**src/rtl/chk_sched_pkg.sv**
```systemverilog
`timescale 1ns/1ps
package chk_sched_pkg;

    typedef enum logic [2:0] {
        ST_RESET = 3'd0,
        ST_IDLE  = 3'd1,
        ST_IWAIT = 3'd2,
        ST_CWAIT = 3'd3,
        ST_ERROR = 3'd4
    } sched_state_e;

    localparam int KIND_INTEG = 0;
    localparam int KIND_CNSTY = 1;
    localparam int NUM_KIND   = 2;

endpackage

```
**src/rtl/chk_sched_lfsr.sv**
```systemverilog
`timescale 1ns/1ps
module chk_sched_lfsr #(
    parameter int           W           = 40,
    parameter int           RESEED_STEPS = 256,
    parameter logic [W-1:0] SEED        = 40'h5A_5A12_34C3,
    parameter logic [W-1:0] TAPS        = 40'hA0_0014_0000
) (
    input  logic         clk_i,
    input  logic         rst_ni,
    input  logic         adv_i,
    input  logic         ent_ack_i,
    input  logic [W-1:0] ent_data_i,
    output logic [W-1:0] state_o,
    output logic         ent_req_o,
    output logic         err_o
);
    localparam int SW = $clog2(RESEED_STEPS + 1);
    localparam logic [SW-1:0] STEP_LIMIT = SW'(RESEED_STEPS);

    typedef struct packed {
        logic [W-1:0]  lfsr;
        logic [SW-1:0] steps;
        logic          req;
    } lfsr_regs_t;

    lfsr_regs_t q, d;
    logic       reseed;

    always_comb begin
        d      = q;
        reseed = q.req & ent_ack_i;
        if (reseed) begin
            d.lfsr  = ent_data_i;
            d.steps = '0;
            d.req   = 1'b0;
        end else begin
            if (adv_i) begin
                d.lfsr = {1'b0, q.lfsr[W-1:1]} ^ (q.lfsr[0] ? TAPS : '0);
            end
            if (adv_i && !q.req && q.steps != STEP_LIMIT) begin
                d.steps = q.steps + 1'b1;
            end
            if (q.steps == STEP_LIMIT) begin
                d.req = 1'b1;
            end
        end
    end

    always_ff @(posedge clk_i or negedge rst_ni) begin
        if (!rst_ni) begin
            q.lfsr  <= SEED;
            q.steps <= '0;
            q.req   <= 1'b0;
        end else begin
            q <= d;
        end
    end

    assign state_o   = q.lfsr;
    assign ent_req_o = q.req;
    assign err_o     = (q.lfsr == '0);

endmodule

```
**src/rtl/chk_sched_cdown.sv**
```systemverilog
`timescale 1ns/1ps
module chk_sched_cdown #(
    parameter int W = 40
) (
    input  logic         clk_i,
    input  logic         rst_ni,
    input  logic         load_i,
    input  logic [W-1:0] load_val_i,
    input  logic         dec_i,
    output logic [W-1:0] cnt_o,
    output logic         err_o
);
    typedef struct packed {
        logic [W-1:0] cnt;
        logic [W-1:0] shd;
    } cd_regs_t;

    cd_regs_t q, d;

    always_comb begin
        d = q;
        if (load_i) begin
            d.cnt = load_val_i;
        end else if (dec_i && q.cnt != '0) begin
            d.cnt = q.cnt - 1'b1;
        end
        d.shd = ~d.cnt;
    end

    always_ff @(posedge clk_i or negedge rst_ni) begin
        if (!rst_ni) begin
            q.cnt <= '0;
            q.shd <= '1;
        end else begin
            q <= d;
        end
    end

    assign cnt_o = q.cnt;
    assign err_o = (q.cnt != ~q.shd);

endmodule

```
**src/rtl/chk_sched.sv**
```systemverilog
`timescale 1ns/1ps
module chk_sched
    import chk_sched_pkg::*;
#(
    parameter int N_PART       = 4,
    parameter int W            = 40,
    parameter int RESEED_STEPS = 256
) (
    input  logic              clk_i,
    input  logic              rst_ni,
    input  logic              timer_en_i,
    input  logic              esc_i,
    input  logic [W-1:0]      integ_mask_i,
    input  logic [W-1:0]      cnsty_mask_i,
    input  logic [W-1:0]      timeout_i,
    input  logic              integ_trig_i,
    input  logic              cnsty_trig_i,
    input  logic [N_PART-1:0] integ_ack_i,
    input  logic [N_PART-1:0] cnsty_ack_i,
    input  logic              ent_ack_i,
    input  logic [W-1:0]      ent_data_i,
    output logic [N_PART-1:0] integ_req_o,
    output logic [N_PART-1:0] cnsty_req_o,
    output logic              chk_pending_o,
    output logic              chk_timeout_o,
    output logic              ent_req_o
);
    typedef struct packed {
        sched_state_e      state;
        logic [N_PART-1:0] int_req;
        logic [N_PART-1:0] con_req;
        logic              int_trig;
        logic              con_trig;
    } ctl_regs_t;

    ctl_regs_t q, d;

    logic [W-1:0]                  lfsr_state;
    logic                          lfsr_adv, lfsr_err;
    logic [NUM_KIND-1:0]           cd_load, cd_dec, cd_err, cd_zero, msk_zero;
    logic [NUM_KIND-1:0][W-1:0]    cd_val, cd_cnt, mask;
    logic                          due_int, due_con, tmo_off, fault;

    assign mask[KIND_INTEG] = integ_mask_i;
    assign mask[KIND_CNSTY] = cnsty_mask_i;

    chk_sched_lfsr #(
        .W            (W),
        .RESEED_STEPS (RESEED_STEPS)
    ) u_lfsr (
        .clk_i      (clk_i),
        .rst_ni     (rst_ni),
        .adv_i      (lfsr_adv),
        .ent_ack_i  (ent_ack_i),
        .ent_data_i (ent_data_i),
        .state_o    (lfsr_state),
        .ent_req_o  (ent_req_o),
        .err_o      (lfsr_err)
    );

    for (genvar k = 0; k < NUM_KIND; k++) begin : g_cd
        chk_sched_cdown #(.W(W)) u_cd (
            .clk_i      (clk_i),
            .rst_ni     (rst_ni),
            .load_i     (cd_load[k]),
            .load_val_i (cd_val[k]),
            .dec_i      (cd_dec[k]),
            .cnt_o      (cd_cnt[k]),
            .err_o      (cd_err[k])
        );
        assign cd_zero[k]  = (cd_cnt[k] == '0);
        assign msk_zero[k] = (mask[k] == '0);
    end

    assign tmo_off = (timeout_i == '0);
    assign due_int = (!msk_zero[KIND_INTEG] && cd_zero[KIND_INTEG]) || q.int_trig;
    assign due_con = (!msk_zero[KIND_CNSTY] && cd_zero[KIND_CNSTY]) || q.con_trig;
    assign fault   = lfsr_err || (|cd_err) || esc_i;

    always_comb begin
        d        = q;
        cd_load  = '0;
        cd_dec   = '0;
        cd_val   = '0;
        lfsr_adv = 1'b0;
        d.int_trig = q.int_trig | integ_trig_i;
        d.con_trig = q.con_trig | cnsty_trig_i;

        unique case (q.state)
            ST_RESET: begin
                for (int k = 0; k < NUM_KIND; k++) begin
                    cd_load[k] = 1'b1;
                    cd_val[k]  = lfsr_state & mask[k];
                end
                if (timer_en_i) d.state = ST_IDLE;
            end
            ST_IDLE: begin
                lfsr_adv = 1'b1;
                if (due_int) begin
                    d.state              = ST_IWAIT;
                    d.int_req            = '1;
                    d.int_trig           = integ_trig_i;
                    cd_load[KIND_INTEG]  = 1'b1;
                    cd_val[KIND_INTEG]   = timeout_i;
                    cd_dec[KIND_CNSTY]   = 1'b1;
                end else if (due_con) begin
                    d.state              = ST_CWAIT;
                    d.con_req            = '1;
                    d.con_trig           = cnsty_trig_i;
                    cd_load[KIND_CNSTY]  = 1'b1;
                    cd_val[KIND_CNSTY]   = timeout_i;
                    cd_dec[KIND_INTEG]   = 1'b1;
                end else begin
                    cd_dec = '1;
                end
            end
            ST_IWAIT: begin
                lfsr_adv  = 1'b1;
                d.int_req = q.int_req & ~integ_ack_i;
                if (!tmo_off && cd_zero[KIND_INTEG]) begin
                    d.state = ST_ERROR;
                end else if (q.int_req == '0) begin
                    d.state             = ST_IDLE;
                    cd_load[KIND_INTEG] = 1'b1;
                    cd_val[KIND_INTEG]  = lfsr_state & mask[KIND_INTEG];
                end else begin
                    cd_dec[KIND_INTEG]  = 1'b1;
                end
            end
            ST_CWAIT: begin
                lfsr_adv  = 1'b1;
                d.con_req = q.con_req & ~cnsty_ack_i;
                if (!tmo_off && cd_zero[KIND_CNSTY]) begin
                    d.state = ST_ERROR;
                end else if (q.con_req == '0) begin
                    d.state             = ST_IDLE;
                    cd_load[KIND_CNSTY] = 1'b1;
                    cd_val[KIND_CNSTY]  = lfsr_state & mask[KIND_CNSTY];
                end else begin
                    cd_dec[KIND_CNSTY]  = 1'b1;
                end
            end
            ST_ERROR: begin
                d.state = ST_ERROR;
            end
            default: begin
                d.state = ST_ERROR;
            end
        endcase

        if (fault) d.state = ST_ERROR;
        if (d.state == ST_ERROR) begin
            d.int_req = '0;
            d.con_req = '0;
        end
    end

    always_ff @(posedge clk_i or negedge rst_ni) begin
        if (!rst_ni) begin
            q.state    <= ST_RESET;
            q.int_req  <= '0;
            q.con_req  <= '0;
            q.int_trig <= 1'b0;
            q.con_trig <= 1'b0;
        end else begin
            q <= d;
        end
    end

    assign integ_req_o   = q.int_req;
    assign cnsty_req_o   = q.con_req;
    assign chk_pending_o = (q.state == ST_IWAIT) || (q.state == ST_CWAIT);
    assign chk_timeout_o = (q.state == ST_ERROR);

endmodule

```
**config.mk**
```make
export PLATFORM = sky130hd
export DESIGN_NAME = chk_sched
export DESIGN_NICKNAME = d
export VERILOG_FILES = /design/src/rtl/chk_sched_pkg.sv /design/src/rtl/chk_sched_lfsr.sv /design/src/rtl/chk_sched_cdown.sv /design/src/rtl/chk_sched.sv
export SDC_FILE = /design/constraint.sdc
export NUM_CORES = 1
export LEC_CHECK = 0
export BUFFER_PORTS_ARGS = -buffer_cell sky130_fd_sc_hd__buf_2
export CORE_ASPECT_RATIO = 1.5
export CORE_MARGIN = 2
export CORE_UTILIZATION = 50
export CTS_CLUSTER_DIAMETER = 30
export DETAILED_ROUTE_END_ITERATION = 10
export PLACE_DENSITY_LB_ADDON = 0.25
export SYNTH_ARGS = -nofsm -noshare
export SYNTH_HDL_FRONTEND = slang
export SYNTH_SLANG_ARGS = --single-unit
```
**constraint.sdc**
```tcl
create_clock -name clk_i -period 5.28 [get_ports clk_i]
set_clock_uncertainty 0.15 [all_clocks]
set_input_delay 0.528 -clock clk_i [delete_from_list [all_inputs] [get_ports clk_i]]
set_output_delay 0.528 -clock clk_i [all_outputs]
set_load 0.005 [all_outputs]
```
# Word level (Yosys, flattened, before mapping)
# Cells that the tools add are included.
# W data, S select, Z words.
[totals]
wordCells = 134
mem_bits_ro = 0
ram_bits = 0
memories = 0
input_bits = 175
latch_bits = 0
ff_bits = 223
[op_classes]
mul = 0
n_reduce_logical = 37
order_cmp = 0
bitwise_logic = 14
eq_ne = 12
n_mux = 56
n_div = 0
n_shift = 0
add_sub_neg = 3
[op_table]
columns = ["operator", "n"]
rows = [
  ["$mux W40", 13],
  ["$logic_not A40 Y1", 6],
  ["$pmux W40 S3", 2],
  ["$not A40 Y40", 4],
  ["$and A40 B40 Y40", 2],
  ["$ne A40 B40 Y1", 2],
  ["$reduce_bool A40 Y1", 2],
  ["$sub A40 B1 Y40 const B", 2],
  ["$mux W50", 1],
  ["$xor A39 B40 Y40", 1],
  ["$mux W3", 8],
  ["$mux W1", 19],
  ["$pmux W4 S2", 2],
  ["$mux W4", 3],
  ["$pmux W3 S4", 1],
  ["$add A9 B1 Y9 const B", 1],
  ["$eq A9 B9 Y1 const B", 1],
  ["$mux W9", 1],
  ["$ne A3 B3 Y1 const B", 3],
  ["$ne A9 B9 Y1 const B", 1],
  ["$and A4 B4 Y4", 2],
  ["$logic_and A1 B1 Y1", 8],
  ["$logic_not A4 Y1", 2],
  ["$mux W8", 1],
  ["18 further kinds", 34],
]

# Depth between registers and ports, before layout
[logic_depth]
depth_word = 11
ltp_mapped = 11

# Modules after synthesis
# From an unflattened synthesis, not the netlist that was laid out.
[unflattened]
cells_unflattened = 1514
area_unflattened_um2 = 14493.9
[modules_own_cells]
columns = ["module", "instances", "seq_area_each_um2", "cells_each", "area_per_inst_um2"]
rows = [
  ["chk_sched_cdown", 2, 2052.0, 467, 4683.2],
  ["chk_sched_lfsr", 1, 1272.5, 291, 2810.2],
  ["chk_sched", 1, 325.3, 289, 2317.2],
]

# Least setup slack after synthesis
# Ideal clock, no wire load.
[synth_timing]
path_type = "reg2reg"
startpoint = "register g_cd[1].u_cd.q, in the netlist g_cd[1].u_cd.cnt_o[24]"
endpoint = "register g_cd[1].u_cd.q[37] (netlist bit)"
n_path_buf = 1
path_stages_with_launch = 9
setup_time_ns = 0.077
t_arrival_ns = 3.178
required_time_ns = 5.053
slack_ns = 1.875
cell_sequence = "dfrtp_1 or4_1 buf_2 or3_4 or4_4 or4_4 or4_1 o221a_1 a21o_1"
[synth_lines]
columns = ["item", "line", "source"]
rows = [
  ["start, declared", "chk_sched_cdown.sv:18", "cd_regs_t q, d;"],
]

==> results.sh <==
export IMPL_status="completed"
export IMPL_gp_congestion=0.9977
export IMPL_syn_num_nets=1504
export IMPL_drc=0
export IMPL_fmax_mhz=209.1
export IMPL_detailed_place_hpwl_um=37230
export IMPL_htree_levels=2
export IMPL_fin_crit_sh_pct=90.58
export IMPL_synth_top_cell_by_area="dfrtp_1"
export IMPL_ys_warn_count=0
export IMPL_synth_edf_count=0
export IMPL_io_buffers=185
export IMPL_post_route_min_period_ns=4.783
export IMPL_rsz0062_at_grt="false"
export IMPL_placement_rows=71
export IMPL_antenna_found_initial=2
export IMPL_clock_sinks=223
export IMPL_setup_violations_final=0
export IMPL_tns_ns=0
export IMPL_top_usage_layer="met2"
export IMPL_async_flop_share_pct=100.0
export IMPL_finalNetCount=1671
export IMPL_clkSlewWorstSetupHoldPaths_ns=0.05
export IMPL_drv_cap=0
export IMPL_p_per_area_nw_per_um2=350.4
export IMPL_grt_pass1_vias=12554
export IMPL_grt_pass1_wl_um=74910
export IMPL_syn_area_per_cell_um2=9.700
export IMPL_overflow=0
export IMPL_max_slew_worst_pin_slew_ns=1.046
export IMPL_crit_required_ns=5.60
export IMPL_crit_chain="inv_1 > ha_1 > or4b_2 > nor4_1 > nand4_1 > o211ai_2 > a21oi_2 > buf_4 > nor2_1 > a221o_1"
export IMPL_hold_viol=0
export IMPL_cp_slowest_cell="nor2_1"
export IMPL_p_leak_nw=6.387
export IMPL_area_growth_pct=20.31
export IMPL_synth_flop_cell="dfrtp_1"
export IMPL_final_area_um2=15440
export IMPL_drt_iter0_markers=1229
export IMPL_clock_root_buffer="clkbuf_16"
export IMPL_vias=12507
export IMPL_avgViaCountPerCell=6.750
export IMPL_critPathTopFamily="simple AND/OR/NAND/NOR gates"
export IMPL_clock_latency_ns=0.55
export IMPL_crit_buf_inv=2
export IMPL_max_stage_delay_ns=0.84
export IMPL_die_width_um=134.8
export IMPL_path_class="flop to flop"
export IMPL_grtUsageMet1_pct=42.25
export IMPL_final_layout_size_suffix_gt1_share_pct=28.30
export IMPL_syn_inst=1323
export IMPL_final_max_slew_viol_count=0
export IMPL_antenna_left=0
export IMPL_place_area_um2=14020
export IMPL_worstPathArrival_ns=5.11
export IMPL_cp_start_kind="flop"
export IMPL_grt_usage_pct=36.68
export IMPL_grt_util_met3_pct=8.023
export IMPL_pin_count=186
export IMPL_hold_path_class="primary input to flop"
export IMPL_post_cts_setup_buffer_count=0
export IMPL_numCtsBuffers=42
export IMPL_synth_top_area_share_pct=24.57
export IMPL_end_kind="flop"
export IMPL_clk_path_buf_depth=3
export IMPL_ys_ff_latch=223
export IMPL_synth_distinct_cells=68
export IMPL_wire_per_inst_um=26.67
export IMPL_start_util_pct=51.05
export IMPL_die_y_um=200.2
export IMPL_slew_headroom_pct=29.80
export IMPL_die_area_um2=26990
export IMPL_synthTopCellsByArea="dfrtp_1 25%, dfstp_2 20%, xnor2_1 5.7%"
export IMPL_routed_wl_um=49420
export IMPL_cts_tree="built"
export IMPL_drt_pass1_iterations=8
export IMPL_final_core_util_pct=61.41
export IMPL_globalRouteMet2Util_pct=60.88
export IMPL_ys_seq_area_share_pct=44.43
export IMPL_crit_fanout=31
export IMPL_vdd_drop_max_uv=298.3
export IMPL_core_um2=25140
export IMPL_grt_max_degree=123
export IMPL_syn_area_um2=12830
## registers in the layout, indices dropped and copies added (netlist names)
signal / count
u_lfsr.ent_req_o: 1
q: 5
u_lfsr.q: 9
g_cd.u_cd.q: 80
u_lfsr.state_o: 40
cnsty_req_o: 4
g_cd.u_cd.cnt_o: 80
integ_req_o: 4
## layout by cell type, fill, tap and decap left out, types with 9 or more instances in the layout
cell type,netlist,layout
o2111ai_1,13,13
o21a_1,12,12
buf_2,4,184
o211a_1,11,11
mux2i_1,40,40
nand2b_1,9,9
xnor2_1,84,84
nor2_1,67,67
nor3_1,27,27
inv_1,11,11
o211ai_1,11,11
nand3_1,23,23
dfrtp_1,126,126
and3_1,25,25
or4_1,25,25
nor4_1,73,73
buf_4,8,18
a31oi_1,10,10
clkbuf_16,0,42
o221a_2,37,37
o31ai_1,12,12
a32oi_1,25,25
xor2_1,29,29
nand2_1,174,172
a211oi_1,27,27
o221ai_1,41,41
dfstp_2,97,97
or3_1,22,22
nand4_1,21,21
a21oi_1,22,21
o21ai_0,54,54
## cell type report
type | count | area [µm²]
clock buffer | 51 | 1145
fill | 2169 | 9701
tap | 328 | 410.4
antenna | 2 | 5.005
inverter | 11 | 41.29
multi-input combinational | 1006 | 6755
sequential | 223 | 5702
timing repair buffer | 206 | 1121
clock inverter | 26 | 260.3
## final timing paths
| path | slack [ns] | cells after the start | endpoint | from |
|---|---|---|---|---|
| worst max-delay path | 0.50 | 10 | g_cd[1].u_cd.cnt_o[1]$_DFF_PN0_ | g_cd[1].u_cd.cnt_o[0]$_DFF_PN0_ |
| worst min-delay path | 0.02 | 2 | q[1]$_DFF_PN0_ | integ_trig_i |
| worst max register to register | 0.50 | 10 | g_cd[1].u_cd.cnt_o[1]$_DFF_PN0_ | g_cd[1].u_cd.cnt_o[0]$_DFF_PN0_ |
| worst min register to register | 0.38 | 2 | integ_req_o[2]$_DFFE_PN0P_ | integ_req_o[2]$_DFFE_PN0P_ |
| max in group asynchronous | 3.34 | 3 | q[0]$_DFF_PN0_ | rst_ni |
| min in group asynchronous | 0.53 | 2 | u_lfsr.state_o[29]$_DFFE_PN0P_ | rst_ni |
## layer usage
layer  vias to the layer above  share of wire, %
met5                         -                 0
met4                         0               7.6
met3                       218               8.1
met2                       697                48
met1                      6147                36
li1                       5445                 -
## stage by stage
| step | total power [W] | std cells | setup WS, ns | hold slack [ns] |
|---|---|---|---|---|
| 3_5_place_dp | 0.002743 | 1773 | 0.6499 | 0.3771 |
| 4_1_cts | 0.005401 | 1851 | 0.5996 | 0.01499 |
| 3_3_place_gp | 0.002724 | 1773 | 0.6711 | 0.3664 |
| 2_1_floorplan | 0.002398 | 1323 | 1.875 | 0.08241 |
| 6_report | 0.005410 | 1853 | 0.4971 | 0.02054 |
| 5_1_grt | 0.005583 | 1853 | 0.3869 | 0.02648 |
## power by group
group          internal, W  leakage [nW]  switching [W]
clock network      0.00170         0.676       0.000973
registers          0.00192          2.65       0.000291
logic             0.000211          3.07       0.000313
total              0.00383          6.39        0.00158
## cells by family (layout without fill, tap and decap cells)
logic type,Yosys count,count (layout),synth area share [%]
flip-flops,223,223,44.43
adder cells (fa/ha/maj),6,6,0.5850
multiplexers,40,40,3.120
AO/OA/AOI/OAI,344,344,21.10
buffers and inverters,94,294,3.022
other,0,2,0
AND/OR/NAND/NOR,503,503,20.04
XOR/XNOR,113,113,7.712
## what timing repair did
item,CTS,global route
hold buffers,1,0
hold endpoints to repair,29,0
resized for setup,0,0
## synthesized netlist by cell type (all sizes together) (7+ instances only)
cell type	instances
nand2	174
dfrtp	126
dfstp	97
xnor2	84
nor4	73
nor2	67
clkbuf	64
o21ai	61
o221a	43
o221ai	41
mux2i	40
xor2	29
a211oi	27
nor3	27
or4	27
a32oi	25
and3	25
nand3	23
or3	23
a21oi	22
nand4	21
buf	19
o2111ai	13
o211ai	12
o21a	12
o31ai	12
inv	11
o211a	11
a31oi	10
nand2b	9
or2	8
a31o	7
Power figures use the tool's default switching activity.
